File: config.mk
export PLATFORM = sky130hd
export DESIGN_NAME = multisize_tlb
export DESIGN_NICKNAME = d
export VERILOG_FILES = /design/src/rtl/mstlb_pkg.sv /design/src/rtl/mstlb_entry.sv /design/src/rtl/mstlb_victim.sv /design/src/rtl/multisize_tlb.sv
export SDC_FILE = /design/constraint.sdc
export NUM_CORES = 1
export LEC_CHECK = 0
export CAP_MARGIN = 0
export CORE_MARGIN = 2
export CORE_UTILIZATION = 25
export CTS_BUF_LIST = sky130_fd_sc_hd__clkbuf_2
export DETAILED_ROUTE_END_ITERATION = 16
export GPL_TIMING_DRIVEN = 1
export PLACE_DENSITY_LB_ADDON = 0.3
export SYNTH_ARGS = -nofsm -noshare
export SYNTH_HDL_FRONTEND = slang
export SYNTH_SLANG_ARGS = --single-unit
File: constraint.sdc
create_clock -name clk -period 6.5 [get_ports clk]
set_clock_uncertainty 0.15 [all_clocks]
set_input_delay 1.3 -clock clk [delete_from_list [all_inputs] [get_ports clk]]
set_output_delay 1.3 -clock clk [all_outputs]
set_load 0.02 [all_outputs]
File: src/rtl/mstlb_pkg.sv
package mstlb_pkg;
  localparam int VA_W  = 32;
  localparam int OFF_W = 12;
  localparam int VPN_W = VA_W - OFF_W;

  typedef enum logic [1:0] {
    PG_4K  = 2'd0,
    PG_64K = 2'd1,
    PG_1M  = 2'd2,
    PG_16M = 2'd3
  } pg_size_e;

  // Ones mark the page-number bits that take part in the compare.
  function automatic logic [VPN_W-1:0] vpn_mask(input pg_size_e sz);
    logic [VPN_W-1:0] m;
    m = '1;
    case (sz)
      PG_4K:   m = '1;
      PG_64K:  m = {{(VPN_W-4){1'b1}},  4'h0};
      PG_1M:   m = {{(VPN_W-8){1'b1}},  8'h00};
      default: m = {{(VPN_W-12){1'b1}}, 12'h000};
    endcase
    return m;
  endfunction
endpackage

File: src/rtl/mstlb_entry.sv
module mstlb_entry
  import mstlb_pkg::*;
(
  input  logic             clk,
  input  logic             rst_n,
  input  logic             wr_en,
  input  logic [VPN_W-1:0] wr_vpn,
  input  logic [VPN_W-1:0] wr_frame,
  input  pg_size_e         wr_size,
  input  logic             inv_all,
  input  logic             inv_va_valid,
  input  logic [VPN_W-1:0] inv_vpn,
  input  logic [VPN_W-1:0] lk_vpn,
  output logic             valid,
  output logic             match,
  output logic [VPN_W-1:0] pa_vpn
);
  logic             valid_q, valid_d;
  logic [VPN_W-1:0] tag_q, frame_q;
  pg_size_e         size_q;
  logic [VPN_W-1:0] mask;
  logic             inv_hit;

  assign mask    = vpn_mask(size_q);
  assign inv_hit = valid_q && (((inv_vpn ^ tag_q) & mask) == '0);
  assign match   = valid_q && (((lk_vpn ^ tag_q) & mask) == '0);
  assign pa_vpn  = (frame_q & mask) | (lk_vpn & ~mask);
  assign valid   = valid_q;

  always_comb begin
    valid_d = valid_q;
    if (inv_va_valid && inv_hit) valid_d = 1'b0;
    if (wr_en)                   valid_d = 1'b1;
    if (inv_all)                 valid_d = 1'b0;
  end

  always_ff @(posedge clk or negedge rst_n) begin
    if (!rst_n) valid_q <= 1'b0;
    else        valid_q <= valid_d;
  end

  always_ff @(posedge clk) begin
    if (wr_en) begin
      tag_q   <= wr_vpn;
      frame_q <= wr_frame;
      size_q  <= wr_size;
    end
  end

  a_r10_inv_all_clears: assert property (@(posedge clk) disable iff (!rst_n)
    inv_all |=> !valid);
  a_r6_no_spont_valid: assert property (@(posedge clk) disable iff (!rst_n)
    (!valid && !wr_en) |=> !valid);
endmodule

File: src/rtl/mstlb_victim.sv
module mstlb_victim #(
  parameter int ENTRIES = 8,
  localparam int IDX_W = (ENTRIES > 1) ? $clog2(ENTRIES) : 1
) (
  input  logic               clk,
  input  logic               rst_n,
  input  logic [ENTRIES-1:0] valid_vec,
  input  logic               fill_en,
  output logic [IDX_W-1:0]   victim
);
  logic [IDX_W-1:0] ptr_q, ptr_d;
  logic [IDX_W-1:0] free_idx;
  logic             any_free;

  always_comb begin
    any_free = 1'b0;
    free_idx = '0;
    for (int i = ENTRIES-1; i >= 0; i--) begin
      if (!valid_vec[i]) begin
        any_free = 1'b1;
        free_idx = IDX_W'(i);
      end
    end
  end

  assign victim = any_free ? free_idx : ptr_q;

  always_comb begin
    ptr_d = ptr_q;
    if (fill_en && !any_free)
      ptr_d = (ptr_q == IDX_W'(ENTRIES-1)) ? '0 : ptr_q + 1'b1;
  end

  always_ff @(posedge clk or negedge rst_n) begin
    if (!rst_n) ptr_q <= '0;
    else        ptr_q <= ptr_d;
  end

  always_comb begin
    if (rst_n && fill_en && (valid_vec != '1))
      a_r7_free_slot_used: assert (!valid_vec[victim]);
  end
  a_r8_ptr_moves_only_when_full: assert property (@(posedge clk) disable iff (!rst_n)
    !(fill_en && (valid_vec == '1)) |=> $stable(ptr_q));
endmodule

File: src/rtl/multisize_tlb.sv
module multisize_tlb
  import mstlb_pkg::*;
#(
  parameter int ENTRIES = 8,
  localparam int IDX_W = (ENTRIES > 1) ? $clog2(ENTRIES) : 1
) (
  input  logic             clk,
  input  logic             rst_n,
  input  logic             lk_valid,
  input  logic [VA_W-1:0]  lk_va,
  output logic             lk_hit,
  output logic [VA_W-1:0]  lk_pa,
  output logic             walk_req,
  output logic [VA_W-1:0]  walk_va,
  input  logic             fill_valid,
  input  logic [VPN_W-1:0] fill_vpn,
  input  logic [VPN_W-1:0] fill_frame,
  input  logic [1:0]       fill_size,
  input  logic             inv_va_valid,
  input  logic [VPN_W-1:0] inv_vpn,
  input  logic             inv_all
);
  logic [ENTRIES-1:0] valid_vec, match_vec, wr_vec;
  logic [VPN_W-1:0]   pa_vpn [ENTRIES];
  logic [IDX_W-1:0]   victim, sel;
  logic               hit_any, fill_en, miss_start;
  logic               walk_req_q, walk_req_d;
  logic [VA_W-1:0]    walk_va_q, walk_va_d;

  assign fill_en = fill_valid && !inv_all;

  mstlb_victim #(.ENTRIES(ENTRIES)) u_victim (
    .clk(clk), .rst_n(rst_n), .valid_vec(valid_vec),
    .fill_en(fill_en), .victim(victim)
  );

  for (genvar g = 0; g < ENTRIES; g++) begin : g_ent
    assign wr_vec[g] = fill_en && (victim == IDX_W'(g));
    mstlb_entry u_ent (
      .clk(clk), .rst_n(rst_n),
      .wr_en(wr_vec[g]), .wr_vpn(fill_vpn), .wr_frame(fill_frame),
      .wr_size(pg_size_e'(fill_size)),
      .inv_all(inv_all), .inv_va_valid(inv_va_valid), .inv_vpn(inv_vpn),
      .lk_vpn(lk_va[VA_W-1:OFF_W]),
      .valid(valid_vec[g]), .match(match_vec[g]), .pa_vpn(pa_vpn[g])
    );
  end

  // Lowest matching index wins.
  always_comb begin
    hit_any = 1'b0;
    sel     = '0;
    for (int i = ENTRIES-1; i >= 0; i--) begin
      if (match_vec[i]) begin
        hit_any = 1'b1;
        sel     = IDX_W'(i);
      end
    end
  end

  assign lk_hit = lk_valid && hit_any;
  assign lk_pa  = {pa_vpn[sel], lk_va[OFF_W-1:0]};

  assign miss_start = lk_valid && !hit_any && !walk_req_q;

  always_comb begin
    walk_req_d = walk_req_q;
    walk_va_d  = walk_va_q;
    if (miss_start) begin
      walk_req_d = 1'b1;
      walk_va_d  = lk_va;
    end
    if (fill_valid) walk_req_d = 1'b0;
  end

  always_ff @(posedge clk or negedge rst_n) begin
    if (!rst_n) walk_req_q <= 1'b0;
    else        walk_req_q <= walk_req_d;
  end

  always_ff @(posedge clk) begin
    if (miss_start) walk_va_q <= walk_va_d;
  end

  assign walk_req = walk_req_q;
  assign walk_va  = walk_va_q;

  a_r5_miss_raises: assert property (@(posedge clk) disable iff (!rst_n)
    (lk_valid && !lk_hit && !walk_req && !fill_valid) |=> (walk_req && walk_va == $past(lk_va)));
  a_r5_walk_hold: assert property (@(posedge clk) disable iff (!rst_n)
    (walk_req && !fill_valid) |=> (walk_req && $stable(walk_va)));
  a_r6_fill_clears_req: assert property (@(posedge clk) disable iff (!rst_n)
    fill_valid |=> !walk_req);
  a_r1_no_hit_idle: assert property (@(posedge clk) disable iff (!rst_n)
    !lk_valid |-> !lk_hit);
endmodule

==> metrics.txt, run 1 <==
clk root buf=clkbuf_2; Die Footprint=76600 µm²; Cell Area, Synth=roughly 19000 µm²; predominant post-synthesis flop cell=edfxtp_1; number of cell rows=100; die width=277 µm; critical-path maximum fanout=9; Routed WL=~63 mm; Slowest-stage cell, CP=or4_4; Worst Path Arrival=around 5 ns; Layout Nets=about 1900; Simple-Gate Fraction of Synth Area=a little over a tenth; DR vias=~14000; post-synthesis net count=about 1500; Distinct cells, synth=70; total of max-cap violations=0; DP Wirelength=43.8 mm; layout cell share with drive strength beyond 1=between 20% and 30%; Synth Instances=1433; setup TNS=0 ns; path type of the worst min-delay path=in -> async; startpoint types=input port; post-synthesis adder-cell area fraction=less than 1%; post-synthesis compound-gate area fraction=under 10%; Rel. slew slack=between 20% and 30%; clk_lat worst skew=between 1 and 1.5 ns; Clock transition at path regs=0.12 ns; Area Overhead vs Synth=28.0%; 1st-pass router iterations=6; outcome=finished clean; Tcrit/Tclk final=98.2%; Slowest Stage Delay on Critical Path=about 0.54 ns; drt first-iter violations=slightly above 900; die extent in y=~280 µm; Crit Path Class=in -> out; Final ANT Viol Nets=0; WHS=approximately 0.36 ns; vias in the first global route=between 10000 and 15000; post-route insts no fill=between 2000 and 3000; Final setup viols=0; largest family of logic cells by synthesized area=XOR/XNOR gates; Post-synth EDFFs=roughly 370; Cells after DPL=between 2000 and 3000; CTS tree=built; initial core utilization=25.1%; GRT Residual Overflow=0; fillers=~7500; commonest non-fill, non-tap cell in the layout=edfxtp_1; PD cells=just over 200 nW/µm²; worst vdd ir=a little over 0.08 mV; multiplexer share of the synthesized area=around 2.3%; max-slew violation count=0; commonest non-fill, non-tap cells in the layout=edfxtp_1, buf_4, xor2_1; WP data required=between 5 and 6 ns; final hold vios=0; TritonCTS Buffers=around 100; Synthesis Warnings=0; IO Count=166; first-pass GRT wire length=slightly above 90 mm; share of the yosys chip area belonging to registers=about three fifths; drc violations=0; Yosys reg bits=380; IO buf count=between 150 and 200; clk sinks=380; post-synthesis average cell area=between 10 and 15 µm²; GRT Total Usage=16.1%; Tightest Pin Transition=1.19 ns; clock tree buffer depth=3; Critical Path, Cell by Cell=clkdlybuf4s50_1 -> buf_12 -> xor2_1 -> nor4_2 -> buf_4 -> a21oi_2 -> or4_4 -> nand2_1 -> o21ba_4 -> buf_4 -> mux2_2 -> a2111oi_2 -> a221oi_1 -> o21a_1 -> o21ai_2 -> buf_4 -> buf_4; f_max=0.157 GHz; Vias/cell=a little under 5; RSZ-0062 raised after global routing=no; Core Area=roughly 74000 µm²; largest net degree at the start of global routing=35; Async SR Flop Fraction=under 10%; P_leak=between 8 and 9 nW; wire per inst=22.2 µm; Placer Congestion=between 0.8 and 0.9; CP endpoint kind=output port; min Tclk post-route=between 6 and 7 ns; xor and xnor area share after synthesis=~15%; worst path bufs/invs=6; CP most frequent cell=buf_4; H-Tree Depth=3; initial antenna violation count=5; Crit path max-delay family=buffers and inverters
[routing by layer]
metal	wire length [µm]	part of all wire, %	track usage [%]
met1	26800	43	20.4
met2	30800	49	27.1
met5	43	0.069	0
met4	1420	2.3	5.82
met3	3730	5.9	3.25
[stage by stage]
stage | cell area (µm²) | worst slack [ns] | util (%) | total power, mW
2_1_floorplan | 18600 | 0.964 | - | 3.04
5_1_grt | 23800 | 0.000275 | 32.1 | 5.15
4_1_cts | 23500 | -0.0587 | 31.7 | 4.99
6_report | 23800 | 0.118 | 32.1 | 4.93
3_5_place_dp | 22400 | -0.786 | 30.3 | 3.30
3_3_place_gp | 22400 | -0.848 | 30.3 | 3.30
[path summary, 6_finish.rpt]
| check | startpoint | endpoint | slack [ns] | cells after the start |
|---|---|---|---|---|
| min in group clk | u_victim.ptr_q[2] | u_victim.ptr_q[2] | 0.41 | 1 |
| max in group asynchronous | rst_n | g_ent[4].u_ent.valid | 5.40 | 1 |
| setup / recovery | lk_va[21] | lk_pa[16] | 0.12 | 17 |
| setup reg to reg | g_ent[6].u_ent.size_q[0] | walk_va[20] | 3.03 | 12 |
| hold / removal | rst_n | g_ent[0].u_ent.valid | 0.36 | 1 |
| hold reg to reg | u_victim.ptr_q[2] | u_victim.ptr_q[2] | 0.41 | 1 |
[flip-flops by register name, indices dropped and copies added (netlist names)]
| register | cells |
|---|---|
| g_ent.u_ent.tag_q | 160 |
| walk_req | 1 |
| g_ent.u_ent.size_q | 16 |
| u_victim.ptr_q | 3 |
| walk_va | 32 |
| g_ent.u_ent.valid | 8 |
| g_ent.u_ent.frame_q | 160 |
[worst reg2reg max path: cells and delay by family, from the launching register on]
family,cells,cell delay [ns]
DFF,1,0.58
buffers and inverters,4,0.85
and+or+nand+nor,6,1.04
AOI/OAI and AO/OA,2,0.41
[synth_stat cells, drive strengths merged, types with 11 or more instances]
| library cell | n | share of area, % |
|---|---|---|
| nand2b | 11 | 0.37 |
| o22ai | 12 | 0.40 |
| buf | 52 | 1.7 |
| xor2 | 163 | 7.7 |
| clkbuf | 46 | 0.93 |
| a31oi | 11 | 0.37 |
| mux2i | 37 | 2.0 |
| nand4 | 29 | 0.98 |
| xnor2 | 157 | 7.4 |
| o21ai | 18 | 0.50 |
| a41o | 14 | 0.75 |
| a21oi | 43 | 1.2 |
| nor4 | 44 | 1.5 |
| edfxtp | 368 | 59 |
| dfrtp | 12 | 1.6 |
| nor2 | 63 | 1.3 |
| nor3 | 53 | 1.5 |
| nand3 | 30 | 0.81 |
| nand2 | 86 | 1.7 |
| nand3b | 24 | 0.97 |
| and3 | 21 | 0.71 |
[repair_timing]
action,CTS,global route
setup endpoints to repair,20,20
pin swaps,3,16
hold buffers,0,0
gates cloned,1,0
setup buffers,2,9
gates resized for setup,96,60
[logic make-up (layout without fill, tap and decap cells)]
logic type      after synthesis  count (layout)
xor+xnor                    320             320
compound gates              193             193
buf+inv                     104             520
flops                       380             380
other cells                   0               3
fa+ha+maj                     2               2
simple gates                392             392
mux                          42              42
[layout make-up]
class                           instances  area (µm²)  area share, %
Tap cell                              969        1210           5.09
Multi-Input combinational cell        949        7170           30.1
Antenna cell                            3        7.51         0.0315
Clock buffer                          135         676           2.84
Sequential cell                       380       11400           47.7
Inverter                                6        22.5         0.0946
Clock inverter                         39         230          0.967
Timing Repair Buffer                  340        3140           13.2
[power by group]
part	internal (mW)	switching, mW
Clock	0.601	1.07
Combinational	0.215	0.285
Sequential	2.73	0.0234
Total	3.55	1.38
(Power assumes the default switching activity.)
==> run 2, diff against run 1 <==
==> constraint.sdc (replaced) <==
create_clock -name clk -period 6.02 [get_ports clk]
set_clock_uncertainty 0.15 [all_clocks]
set_input_delay 1.204 -clock clk [delete_from_list [all_inputs] [get_ports clk]]
set_output_delay 1.204 -clock clk [all_outputs]
set_load 0.02 [all_outputs]
==> run 2 against run 1 <==
  * Cell count increased by 1.9%
  * Largest power group unchanged
  * First-iteration DRC count is 6.2% higher
  * Die area did not move
  * Register-to-register slack worse by 0.32 ns
  * Largest cell class unchanged
==> metrics.txt, run 2 (synthesis gave the netlist of run 1 again) <==
outcome=finished clean; initial core utilization=25.1% (unchanged); Vias/cell=4.75 (-1.1%); worst vdd ir=0.105 mV (+26%); footprint of the multi-input gates=7490 µm² (+4.6%); Setup WS pre-CTS=-0.885 ns (-0.0998 ns); fin util=33.3% (+1.2 points); Layout Nets=1934 (+3.0%); commonest non-fill, non-tap cell in the layout=edfxtp_1; DR vias=13700 (+0.84%); clk sinks=380 (unchanged); Crit Path Class=in -> out; FF/Latch Area=11400 µm² (unchanged); CP endpoint kind=output port; P_leak=8.72 nW (+5.8%); CP Depth=17 (unchanged); worst path bufs/invs=6 (unchanged); layout cell share with drive strength beyond 1=28.7% (+4.8 points); worst reg2reg path depth=13 (+1); Hold Buf Count CTS=0 (unchanged); f_max=approximately 0.17 GHz; RSZ-0062 raised after global routing=yes; Tcrit/Tclk final=about 99%; 1st-pass router iterations=5 (-1); WP data required=4.67 ns (-0.38 ns); Tightest Pin Transition=1.19 ns (-0.00333 ns); clk root buf=clkbuf_2; max-slew violation count=0 (unchanged); clock tree buffer depth=3 (unchanged); initial antenna violation count=4 (-1); GRT Total Usage=16.4% (+0.32 points); startpoint types=input port; Routed WL=63.9 mm (+1.8%); die width=277 µm (unchanged); H-Tree Depth=3 (unchanged); IO Count=166 (unchanged); TritonCTS Buffers=99 (unchanged); number of cell rows=100 (unchanged); Global Route met1 Usage=20.7% (+0.39 points); drc violations=0 (unchanged); IO buf count=165 (unchanged); fillers=7472 (-0.31%); Final setup viols=0 (unchanged); commonest non-fill, non-tap cells in the layout=edfxtp_1, buf_4, xor2_1; Setup WS post-layout=0.0334 ns (-0.0849 ns); WHS=0.303 ns (-0.0533 ns); Worst Path Arrival=4.63 ns (-0.30 ns); DP Wirelength=44.7 mm (+2.0%); final hold vios=0 (unchanged); path type of the worst min-delay path=in -> async; Die Footprint=76600 µm² (unchanged); Clock transition at path regs=0.13 ns (about the same); clk_lat worst skew=1.17 ns (-0.03 ns); largest net degree at the start of global routing=40 (+14%); CTS tree=built; critical-path maximum fanout=9 (unchanged); placed standard-cell area=22600 µm² (+0.74%); Rel. slew slack=20.4% (+0.22 points); Placer Congestion=0.887 (-0.62%); Final ANT Viol Nets=0 (unchanged); M3 GR Usage=3.60% (+0.35 points); GRT busiest layer=met2; Core Area=74100 µm² (unchanged); Slowest Stage Delay on Critical Path=0.56 ns (+0.02 ns); PD cells=215 nW/µm² (+3.8%); wire per inst=22.2 µm (-0.13%); met2 Track Usage GR=27.2% (+0.10 points); Crit path max-delay family=buffers and inverters; CP most frequent cell=buf_6; Critical Path, Cell by Cell=dlygate4sd2_1 -> buf_12 -> xor2_1 -> nor4_2 -> buf_4 -> a21oi_4 -> or4_4 -> nand2_2 -> o21ba_4 -> buf_6 -> mux2_4 -> a2111oi_4 -> a221oi_2 -> o21a_1 -> o21ai_2 -> buf_6 -> buf_6; die extent in y=277 µm (unchanged); vias in the first global route=14200 (+0.90%); fin area=24700 µm² (+3.6%); first-pass GRT wire length=93.3 mm (+1.2%); total of max-cap violations=0 (unchanged); Slowest-stage cell, CP=or4_4; GRT Residual Overflow=0 (unchanged); drt first-iter violations=991 (+6.2%); Area Overhead vs Synth=32.6%; min Tclk post-route=approximately 6 ns
[run 2: cell count changes in the layout (fill, tap and decap cells not counted), sizes merged, moves of 3 or more]
cell / change
clkinv: -11
clkbuf: +7
clkdlybuf4s15: -8
clkdlybuf4s50: -9
dlygate4sd2: +7
buf: +61
clkinvlp: +3
[run 2: per-layer routing]
| layer | share of wire, % | vias to the layer above |
|---|---|---|
| li1 | - | 6197 |
| met1 | 43 | 6858 |
| met2 | 48 | 470 |
| met3 | 6.2 | 127 |
| met4 | 3.0 | 4 |
| met5 | 0.039 | - |
[run 2: worst reg2reg max path, delay by kind of cell, from the launching register on]
kind | cells | cell delay (ns)
buffers and inverters | 5 | 0.94
AOI/OAI and AO/OA | 2 | 0.52
and+or+nand+nor | 6 | 0.89
DFF | 1 | 0.40
[run 2: timing repair]
action | 4_1_cts | 5_1_grt
resized for setup | 203 | 70
pin swaps | 45 | 42
gates cloned | 2 | 2
endpoints found under the setup margin | 20 | 20
setup buffers | 26 | 20
[run 2: worst paths after layout]
kind / to / slack (ns) / start
worst max-delay path: lk_pa[18] / 0.03 / lk_va[21]
worst min-delay path: g_ent[2].u_ent.valid / 0.30 / rst_n
worst max register to register: walk_va[20] / 2.71 / g_ent[4].u_ent.size_q[1]
worst min register to register: u_victim.ptr_q[2] / 0.43 / u_victim.ptr_q[2]
max in group asynchronous: g_ent[4].u_ent.valid / 4.95 / rst_n
min in group clk: walk_va[22] / 0.32 / lk_va[22]
[run 2: where the power goes]
part	total, mW	internal [mW]	leakage (nW)	switching, mW
registers	2.97	2.95	3.50	0.0232
clock network	1.77	0.640	0.652	1.13
logic	0.564	0.248	4.57	0.317
[run 2: cell type report]
class	instances	share of cell area (%)
sequential	380	46.0
multi-input combinational	950	30.4
timing repair buffer	395	15.0
tap	969	4.92
clock buffer	140	2.84
clock inverter	30	0.644
inverter	6	0.0913
antenna	5	0.0507
[run 2: stage by stage]
stage          TNS, ns  total power, mW  std cells
4_1_cts        -0.0194             5.37       2848
5_1_grt         -0.460             5.54       2874
3_5_place_dp    -15.21             3.57       2654
3_3_place_gp    -15.31             3.57       2654
6_report             0             5.30       2875
2_1_floorplan        0             3.28       1433
